==> src/rtl/trio_pkg.sv <==
package trio_pkg;

   typedef logic [2:0] cmp_t;   // {sign A-B, sign B-C, sign C-A}
   typedef logic [2:0] hex_t;   // hexagon position 0..5

   localparam int unsigned HEX_N   = 6;
   localparam int unsigned RADIX   = 5;

   function automatic longint unsigned pow5(input int unsigned n);
      longint unsigned r;
      r = 1;
      for (int unsigned i = 0; i < n; i++) r = r * RADIX;
      return r;
   endfunction

endpackage

==> src/rtl/trio_classify.sv <==
module trio_classify
   import trio_pkg::*;
(
   input  cmp_t cmp_i,
   output logic legal_o,
   output hex_t pos_o
);

   // Hexagon walk: adjacent steps rotate the wire levels or flip polarity,
   // positions three apart are exact complements of each other.
   always_comb begin
      legal_o = 1'b1;
      pos_o   = 3'd0;
      case (cmp_i)
         3'b001:  pos_o = 3'd0;
         3'b011:  pos_o = 3'd1;
         3'b010:  pos_o = 3'd2;
         3'b110:  pos_o = 3'd3;
         3'b100:  pos_o = 3'd4;
         3'b101:  pos_o = 3'd5;
         default: legal_o = 1'b0;
      endcase
   end

endmodule

==> src/rtl/trio_transition.sv <==
module trio_transition
   import trio_pkg::*;
(
   input  logic clk,
   input  logic rst_n,
   input  logic sync_i,
   input  logic valid_i,
   input  logic legal_i,
   input  hex_t pos_i,
   output logic fire_o,
   output logic [2:0] sym_o,
   output logic bad_o,
   output logic rep_o
);

   logic       ref_ok_q;
   hex_t       ref_pos_q;
   logic       take;
   logic [3:0] step;

   assign take = valid_i && !sync_i;

   always_comb begin
      if (pos_i >= ref_pos_q)
         step = {1'b0, pos_i} - {1'b0, ref_pos_q};
      else
         step = {1'b0, pos_i} + 4'(HEX_N) - {1'b0, ref_pos_q};
   end

   assign bad_o  = take && !legal_i;
   assign rep_o  = take && legal_i && ref_ok_q && (step == 4'd0);
   assign fire_o = take && legal_i && ref_ok_q && (step != 4'd0);
   assign sym_o  = step[2:0] - 3'd1;

   always_ff @(posedge clk or negedge rst_n) begin
      if (!rst_n) begin
         ref_ok_q  <= 1'b0;
         ref_pos_q <= 3'd0;
      end else if (sync_i) begin
         ref_ok_q  <= 1'b0;
      end else if (take) begin
         if (!legal_i) begin
            ref_ok_q  <= 1'b0;
         end else begin
            ref_ok_q  <= 1'b1;
            ref_pos_q <= pos_i;
         end
      end
   end

endmodule

==> src/rtl/trio_word_packer.sv <==
module trio_word_packer #(
   parameter int unsigned SYMS   = 7,
   parameter int unsigned WORD_W = 16,
   parameter int unsigned ACC_W  = 17,
   parameter int unsigned CNT_W  = 3
)(
   input  logic              clk,
   input  logic              rst_n,
   input  logic              abort_i,
   input  logic              fire_i,
   input  logic [2:0]        sym_i,
   output logic [WORD_W-1:0] word_o,
   output logic              word_vld_o,
   output logic              ovf_o
);

   logic [CNT_W-1:0] cnt_q;
   logic [ACC_W-1:0] acc_q;
   logic [ACC_W-1:0] acc_nx;
   logic             last;
   logic             too_big;

   // acc * 5 + digit, built from a shift and two adds
   assign acc_nx  = (acc_q << 2) + acc_q + ACC_W'(sym_i);
   assign last    = (cnt_q == CNT_W'(SYMS - 1));
   assign too_big = |acc_nx[ACC_W-1:WORD_W];
   assign ovf_o   = fire_i && !abort_i && last && too_big;

   always_ff @(posedge clk or negedge rst_n) begin
      if (!rst_n) begin
         cnt_q      <= '0;
         acc_q      <= '0;
         word_o     <= '0;
         word_vld_o <= 1'b0;
      end else begin
         word_vld_o <= 1'b0;
         if (abort_i) begin
            cnt_q <= '0;
            acc_q <= '0;
         end else if (fire_i) begin
            if (last) begin
               cnt_q <= '0;
               acc_q <= '0;
               if (!too_big) begin
                  word_o     <= acc_nx[WORD_W-1:0];
                  word_vld_o <= 1'b1;
               end
            end else begin
               cnt_q <= cnt_q + 1'b1;
               acc_q <= acc_nx;
            end
         end
      end
   end

endmodule

==> src/rtl/trio_symbol_decoder.sv <==
module trio_symbol_decoder #(
   parameter int unsigned SYMS_PER_WORD = 7,
   parameter int unsigned WORD_W        = 16,
   parameter bit          IN_STAGE      = 1'b0
)(
   input  logic              clk,
   input  logic              rst_n,
   input  logic              sync_i,
   input  logic              smp_valid_i,
   input  logic [2:0]        cmp_i,
   input  logic              err_clr_i,
   output logic [2:0]        sym_o,
   output logic              sym_vld_o,
   output logic [WORD_W-1:0] word_o,
   output logic              word_vld_o,
   output logic              err_state_o,
   output logic              err_seq_o,
   output logic              err_range_o
);
   import trio_pkg::*;

   localparam int unsigned ACC_W = $clog2(pow5(SYMS_PER_WORD));
   localparam int unsigned CNT_W = $clog2(SYMS_PER_WORD);

   if (SYMS_PER_WORD < 2) begin : g_bad_syms
      $error("SYMS_PER_WORD must be at least 2");
   end
   if (ACC_W <= WORD_W) begin : g_bad_width
      $error("group value range must exceed WORD_W bits");
   end

   logic  s_sync, s_vld, s_clr;
   cmp_t  s_cmp;

   if (IN_STAGE) begin : g_stage
      always_ff @(posedge clk or negedge rst_n) begin
         if (!rst_n) begin
            s_sync <= 1'b0;
            s_vld  <= 1'b0;
            s_clr  <= 1'b0;
            s_cmp  <= '0;
         end else begin
            s_sync <= sync_i;
            s_vld  <= smp_valid_i;
            s_clr  <= err_clr_i;
            s_cmp  <= cmp_i;
         end
      end
   end else begin : g_pass
      assign s_sync = sync_i;
      assign s_vld  = smp_valid_i;
      assign s_clr  = err_clr_i;
      assign s_cmp  = cmp_i;
   end

   logic       legal, fire, bad, rep, ovf;
   hex_t       pos;
   logic [2:0] sym;

   trio_classify i_classify (
      .cmp_i   (s_cmp),
      .legal_o (legal),
      .pos_o   (pos)
   );

   trio_transition i_transition (
      .clk     (clk),
      .rst_n   (rst_n),
      .sync_i  (s_sync),
      .valid_i (s_vld),
      .legal_i (legal),
      .pos_i   (pos),
      .fire_o  (fire),
      .sym_o   (sym),
      .bad_o   (bad),
      .rep_o   (rep)
   );

   trio_word_packer #(
      .SYMS   (SYMS_PER_WORD),
      .WORD_W (WORD_W),
      .ACC_W  (ACC_W),
      .CNT_W  (CNT_W)
   ) i_packer (
      .clk        (clk),
      .rst_n      (rst_n),
      .abort_i    (s_sync | bad | rep),
      .fire_i     (fire),
      .sym_i      (sym),
      .word_o     (word_o),
      .word_vld_o (word_vld_o),
      .ovf_o      (ovf)
   );

   always_ff @(posedge clk or negedge rst_n) begin
      if (!rst_n) begin
         sym_o       <= '0;
         sym_vld_o   <= 1'b0;
         err_state_o <= 1'b0;
         err_seq_o   <= 1'b0;
         err_range_o <= 1'b0;
      end else begin
         sym_vld_o <= fire;
         if (fire) sym_o <= sym;

         if (bad)        err_state_o <= 1'b1;
         else if (s_clr) err_state_o <= 1'b0;

         if (rep)        err_seq_o <= 1'b1;
         else if (s_clr) err_seq_o <= 1'b0;

         if (ovf)        err_range_o <= 1'b1;
         else if (s_clr) err_range_o <= 1'b0;
      end
   end

endmodule

==> config.mk <==
export PLATFORM = sky130hd
export DESIGN_NAME = trio_symbol_decoder
export DESIGN_NICKNAME = d
export VERILOG_FILES = /design/src/rtl/trio_pkg.sv /design/src/rtl/trio_classify.sv /design/src/rtl/trio_transition.sv /design/src/rtl/trio_word_packer.sv /design/src/rtl/trio_symbol_decoder.sv
export SDC_FILE = /design/constraint.sdc
export NUM_CORES = 1
export LEC_CHECK = 0
export ABC_AREA = 1
export BUFFER_PORTS_ARGS = -buffer_cell sky130_fd_sc_hd__buf_2
export CORE_ASPECT_RATIO = 1.25
export CORE_MARGIN = 2
export CORE_UTILIZATION = 40
export DETAILED_ROUTE_END_ITERATION = 10
export PLACE_DENSITY_LB_ADDON = 0.2
export SLEW_MARGIN = 20
export SYNTH_ARGS = -nofsm -noshare
export SYNTH_HDL_FRONTEND = slang
export SYNTH_SLANG_ARGS = --single-unit
export TNS_END_PERCENT = 5
==> constraint.sdc <==
create_clock -name clk -period 3.7 [get_ports clk]
set_input_delay 0.555 -clock clk [delete_from_list [all_inputs] [get_ports clk]]
set_output_delay 0.555 -clock clk [all_outputs]
set_load 0.01 [all_outputs]
==> metrics, run 1 <==
status finished with violations; failing checks setup timing; Critical Path AT 4.12 ns; die width 89.2 um; Final HPWL DP 6.48 mm; CTS buffer count 5; Slew headroom 60.7%; Mapped Area 3630 um2; syn_area_per_cell 7.63 um2; Peak VDD IR 0.000270 V; crit path max-delay cell type fa_2; drt total wl 8.81 mm; clock root cell clkbuf_8; Critical Path Fanout Max 8; Least-Margin Pin Slew 0.590 ns; syn_nets 526; Worst setup SP type primary input; CP Capture Type flip-flop; CTS max path bufs 2; RePlAce Congestion 0.846; Synth Register Bits 48; Skew-Pair Late Insertion Delay 0.32 ns; warnings from Yosys 0; # port buffers 31; die height 111 um; H-tree levels 2; ratio of cells with drive above 1 in the final layout 30.6%; fin nets 598; total gr overflow 0; multi-input logic area 2310 um2; critical path type in2reg; met1 wire length 3.64 mm; Post-Place Cells 647; Yosys cell types 33; Final WS setup -0.200 ns; ANT nets after route 0; endpoints failing setup 25; Reg clk slew, reported paths 0.09 ns; RSZ-0062 raised after global routing true; register area share after synthesis 33.1%; DR vias 3185; num ports 32; Hold Path Class in2async; largest net degree at the start of global routing 46; DRC viols 0; Area Growth Syn to Fin 26.6%; Core Footprint 8750 um2; final hold vios 0; total global-route track usage 19.7%; Pleak 2.75 nW; vias per cell 4.76; first-pass GRT wire length 15.3 mm; Layout Cells excl Fill 669; CP max stage delay 0.54 ns; crit path time final 3.90 ns; WL per Instance 13.2 um; Slew Limit Fails 0; max_cap viols 0; Synth Instances 476; CP most frequent cell nand2_2; most frequent cells in the layout nand2_1, inv_1, dfrtp_1, nand2_2, buf_4; Row Count 38; Tcrit/Tclk final 105%; DR WL met2 4.71 mm; power per cell area 307 nW/um2; Fmax 0.256 GHz; Fin Setup TNS -3.41 ns; number of global-route vias before repair 3362; clock tree sinks 48; met3 WL 253 um; Worst Skew 0.00770 ns; Initial DRC Count 131; die area 9860 um2; hold buffers post-CTS 0; Sequential Area 1200 um2; number of detailed-route iterations in the first pass 4; ant diodes 0; Required @ worst endpoint 3.92 ns; CTS tree yes; fill count 862; commonest non-fill, non-tap cell in the layout nand2_1; highest routed layer met4; Starting Density 41.5%; initial antenna violation count 0
[final timing paths]
kind / from / end / slack [ns] / depth (start not counted)
min in group clk: smp_valid_i / i_transition.ref_ok_q$_DFFE_PN0P_ / 0.42 / 2
setup reg to reg: i_transition.ref_pos_q[1]$_DFFE_PN0P_ / i_packer.word_o[8]$_DFFE_PN0P_ / -0.02 / 25
max in group asynchronous: rst_n / i_packer.acc_q[8]$_DFFE_PN0P_ / 2.96 / 2
hold reg to reg: i_packer.word_o[1]$_DFFE_PN0P_ / i_packer.word_o[1]$_DFFE_PN0P_ / 0.48 / 2
setup / recovery: cmp_i[1] / i_packer.word_o[8]$_DFFE_PN0P_ / -0.20 / 31
hold / removal: rst_n / err_seq_o$_DFFE_PN0P_ / 0.23 / 1
[flip-flops by register name (all words and copies together), names as in the netlist]
signal                  flops
i_packer.acc_q             17
sym_vld_o                   1
err_seq_o                   1
sym_o                       3
i_transition.ref_pos_q      3
err_state_o                 1
i_packer.word_vld_o         1
i_packer.word_o            16
err_range_o                 1
i_transition.ref_ok_q       1
i_packer.cnt_q              3
[what timing repair did]
action                                  in CTS  in global routing
pin swaps                                   24                  2
endpoints found under the setup margin      32                 32
cloned                                       2                  0
resized for setup                           37                 13
buffers inserted                            11                  1
[where the power goes]
group	switching, mW	total [mW]	internal (mW)
logic	0.247	0.491	0.244
registers	0.0133	0.560	0.547
clock network	0.206	0.358	0.152
[stage by stage]
| step | power (mW) | hold slack, ns | instance area (um2) | setup WS, ns | utilization (%) |
|---|---|---|---|---|---|
| 2_1_floorplan | 0.802 | 0.259 | 3670 | -0.450 | - |
| 3_3_place_gp | 0.951 | 0.450 | 4130 | -0.677 | 47.2 |
| 3_5_place_dp | 0.962 | 0.461 | 4130 | -0.798 | 47.2 |
| 4_1_cts | 1.40 | 0.416 | 4540 | -0.187 | 51.8 |
| 5_1_grt | 1.49 | 0.278 | 4600 | -0.389 | 52.5 |
| 6_report | 1.41 | 0.225 | 4600 | -0.200 | 52.5 |
[layout make-up]
type	count	share of cell area, %
multi-input combinational	346	50.3
clock inverter	2	0.327
timing repair buffer	69	11.5
inverter	78	6.64
clock buffer	6	1.80
sequential	48	26.1
tap	120	3.27
[cell usage after synthesis]
cell | count | area, um2
nor3_2 | 1 | 10.0
nor3_1 | 1 | 5.00
nand2_8 | 2 | 40.0
buf_6 | 1 | 11.3
inv_1 | 75 | 282
nand2_2 | 16 | 100
fa_1 | 5 | 100
nor2_4 | 1 | 11.3
buf_8 | 1 | 15.0
nand3_2 | 3 | 30.0
ha_1 | 37 | 463
or2_4 | 1 | 8.76
nor2_8 | 2 | 40.0
buf_4 | 1 | 7.51
and2_1 | 1 | 6.26
nor2_2 | 4 | 25.0
nor2_1 | 13 | 48.8
o21ai_0 | 12 | 60.1
a21oi_1 | 7 | 35.0
xnor2_2 | 1 | 16.3
inv_2 | 3 | 11.3
nand2_1 | 177 | 664
o31ai_1 | 1 | 7.51
xor2_2 | 1 | 16.3
buf_2 | 2 | 10.0
nand3_4 | 1 | 17.5
nand4_1 | 6 | 37.5
xor2_1 | 7 | 61.3
nand3_1 | 34 | 170
dfrtp_1 | 48 | 1200
nand2_4 | 6 | 67.6
xnor2_1 | 4 | 35.0
a21oi_4 | 1 | 16.3
[worst max-delay path: cells and delay by family]
family,cells,cell delay (ns)
adder cells (fa/ha/maj),6,1.70
AND/OR/NAND/NOR,15,1.01
buffers and inverters,8,0.57
XOR/XNOR,2,0.27
[cells by family after synthesis]
logic type / synth area share [%]
and+or+nand+nor: 35.3
buffers and inverters: 9.27
DFF: 33.1
adders and majority gates: 15.5
AOI/OAI and AO/OA: 3.27
xor gates and xnor gates: 3.55
[layer usage]
metal | GRT usage [%] | up-vias
li1 | - | 1609
met1 | 23.0 | 1520
met2 | 35.0 | 41
met3 | 3.44 | 15
met4 | 6.87 | 0
met5 | 0 | -
Note: power is estimated with default switching activity, not from simulation.
==> inputs of run 2 (changes only) <==
--- a/config.mk
+++ b/config.mk
@@ -5,7 +5,6 @@
 export SDC_FILE = /design/constraint.sdc
 export NUM_CORES = 1
 export LEC_CHECK = 0
-export ABC_AREA = 1
 export BUFFER_PORTS_ARGS = -buffer_cell sky130_fd_sc_hd__buf_2
 export CORE_ASPECT_RATIO = 1.25
 export CORE_MARGIN = 2
==> run 2 against run 1 <==
- the flow still finishes with violations (setup timing)
- maximum frequency decreased by 17%
- die area decreased by 9.8%
- sequential power increased by 3%
- clock power decreased by 7.5%
- first-iteration DRC count decreased by 34%
- largest cell class unchanged
==> metrics, run 2 <==
status finished with violations; failing checks setup timing; warnings from Yosys 0; Clock power frac 22.1%; Synth top area share 36.8%; Skew-Pair Late Insertion Delay 0.31 ns; fin util 50.6%; die area 8890 um2; final hold vios 0; total global-route track usage 16.5%; Least-Margin Pin Slew 0.621 ns; Pleak 2.12 nW; Final WS setup -1.01 ns; asr flop ratio synth 100%; CTS max path bufs 2; Layout Cells excl Fill 466; DRC viols 0; die width 84.8 um; Largest regs i_packer.acc_q (17), i_packer.word_o (16); endpoints failing setup 32; die height 105 um; number of flops mapped to enable cells by yosys 0; syn_nets 357; fin nets 420; drt total wl 6.92 mm; Hold Path Class in2async; commonest non-fill, non-tap cell in the layout dfrtp_1; P_int 1.01 mW; hold buffers post-CTS 0; Critical Path AT 4.91 ns; Peak VDD IR 0.000191 V; fill count 777; most frequent cell after synthesis dfrtp_1; Initial DRC Count 86; register area share after synthesis 36.8%; H-tree levels 2; DR vias 2470; Worst Skew 0.0115 ns; clock root cell clkbuf_8; Core Footprint 7840 um2; RePlAce Congestion 0.858; Required @ worst endpoint 3.90 ns; Tcrit/Tclk final 127%; ANT nets after route 0; num ports 32; Main synth FF type dfrtp_1; Most flops, register i_packer.acc_q; power per cell area 378 nW/um2; Synth Instances 307; initial antenna violation count 0; crit path time final 4.71 ns; Slew headroom 58.6%; # port buffers 31; Comb power frac 39.4%; Critical Path Fanout Max 7; largest net degree at the start of global routing 49; total gr overflow 0; Area Growth Syn to Fin 21.7%; critical path type in2reg; CP Capture Type flip-flop; max_cap viols 0; Synth top cells by count dfrtp_1, ha_1, inv_1; Reg clk slew, reported paths 0.09 ns; net switching fraction of the power 32.9%; most frequent cells in the layout dfrtp_1, buf_4, ha_1, buf_2, inv_1; Yosys top cell by area dfrtp_1; number of detailed-route iterations in the first pass 4; dominant cells by area after synthesis dfrtp_1, ha_1, a22o_1, mux2_4, mux2_2; Starting Density 41.6%; ratio of cells with drive above 1 in the final layout 32.1%; Mapped Area 3260 um2; Sequential Power Share 38.5%; dpl ws -1.35 ns; Row Count 36; Slew Limit Fails 0; Fmax 0.212 GHz; clock tree sinks 48; first-pass GRT wire length 11.9 mm; max reg flops 17; number of global-route vias before repair 2478; Synth Register Bits 48; post-layout power 1.50 mW; ant diodes 0; Fin Setup TNS -22.83 ns; RSZ-0062 raised after global routing true; syn_area_per_cell 10.6 um2; CTS buffer count 5; Worst setup SP type primary input; Post-Place Cells 458; Sw Pwr 0.493 mW; CTS tree yes; Final HPWL DP 5.12 mm; vias per cell 5.30; WL per Instance 14.8 um; Yosys cell types 53
-- run 2: cell types whose count changed after synthesis, moves of 6 or more --
| cell | before | now |
|---|---|---|
| inv_1 | 75 | 23 |
| nand2_1 | 177 | 18 |
| mux2_4 | 0 | 8 |
| o21ai_0 | 12 | 20 |
| mux2_2 | 0 | 9 |
| nand2_2 | 16 | 0 |
| nand2_4 | 6 | 0 |
| nand3_1 | 34 | 7 |
| a21oi_1 | 7 | 14 |
| a22o_1 | 0 | 16 |
| nor2b_1 | 0 | 6 |
-- run 2: worst max-delay path, cell delays in order --
cell,delay [ns]
buf_2,0.12
xor2_1,0.15
mux2i_1,0.15
ha_2,0.21
fa_1,0.16
inv_1,0.05
fa_2,0.35
a31oi_4,0.17
xor2_1,0.09
ha_2,0.21
xor2_2,0.18
fa_1,0.53
inv_2,0.06
ha_4,0.27
a211oi_4,0.06
o211ai_2,0.18
nand3_2,0.15
o311ai_4,0.38
mux2i_4,0.37
buf_6,0.20
mux2_4,0.31
-- run 2: kinds of logic after synthesis --
logic type | count (synthesis) | synth area share, %
and+or+nand+nor | 67 | 11.1
muxes | 22 | 8.71
adders and majority gates | 42 | 17.3
DFF | 48 | 36.8
buffers and inverters | 35 | 4.80
xor gates and xnor gates | 17 | 4.57
AOI/OAI and AO/OA | 76 | 16.7
-- run 2: path summary, 6_finish.rpt --
check                      slack [ns]                                   from  cells after the start                                 to
max                             -1.01                               cmp_i[0]                     21    i_packer.word_o[12]$_DFFE_PN0P_
min                              0.24                                  rst_n                      1      i_packer.cnt_q[2]$_DFFE_PN0P_
max reg2reg                     -0.80  i_transition.ref_pos_q[0]$_DFFE_PN0P_                     18    i_packer.word_o[12]$_DFFE_PN0P_
min reg2reg                      0.51      i_transition.ref_ok_q$_DFFE_PN0P_                      1               sym_o[2]$_DFFE_PN0P_
max in group asynchronous        3.02                                  rst_n                      1     i_packer.word_o[8]$_DFFE_PN0P_
min in group clk                 0.44                                 sync_i                      2  i_transition.ref_ok_q$_DFFE_PN0P_
-- run 2: metal layers --
layer  vias to the layer above  global-route usage, %  wire length [um]
met3                        10                   2.84               208
met1                      1190                   20.9              3060
li1                       1228                      -                 -
met2                        42                   28.5              3530
met4                         0                   5.22               116
met5                         -                      0                 0
-- run 2: area by class of cell --
type                            count  area (um2)  share of cell area [%]
Sequential cell                    48        1200                    30.3
Inverter                           23        86.3                    2.18
Timing Repair Buffer               68         459                    11.6
Clock inverter                      2        10.0                   0.252
Multi-Input combinational cell    224        2010                    50.7
Tap cell                           95         119                    2.99
Clock buffer                        6        82.6                    2.08
-- run 2: metrics by stage --
| stage | hold WS, ns | instance area [um2] |
|---|---|---|
| after floorplan | 0.259 | 3290 |
| after global placement | 0.489 | 3780 |
| after detailed placement | 0.491 | 3780 |
| after CTS | 0.276 | 3900 |
| after global routing | 0.304 | 3970 |
| final | 0.243 | 3970 |
-- run 2: power by group through the flow --
stage | Clock [mW] | Sequential [mW] | Combinational [mW]
5_1_grt | 0.368 | 0.583 | 0.666
6_report | 0.331 | 0.577 | 0.591
3_5_place_dp | 0 | 0.588 | 0.522
3_3_place_gp | 0 | 0.588 | 0.518
2_1_floorplan | 0 | 0.593 | 0.294
4_1_cts | 0.346 | 0.578 | 0.534
-- run 2: timing repair --
| item | 4_1_cts | 5_1_grt |
|---|---|---|
| resized for setup | 6 | 14 |
| endpoints found under the hold margin | 0 | 0 |
| setup buffers | 0 | 0 |
| endpoints found under the setup margin | 32 | 33 |
| cloned | 0 | 0 |
| pin swaps | 0 | 11 |
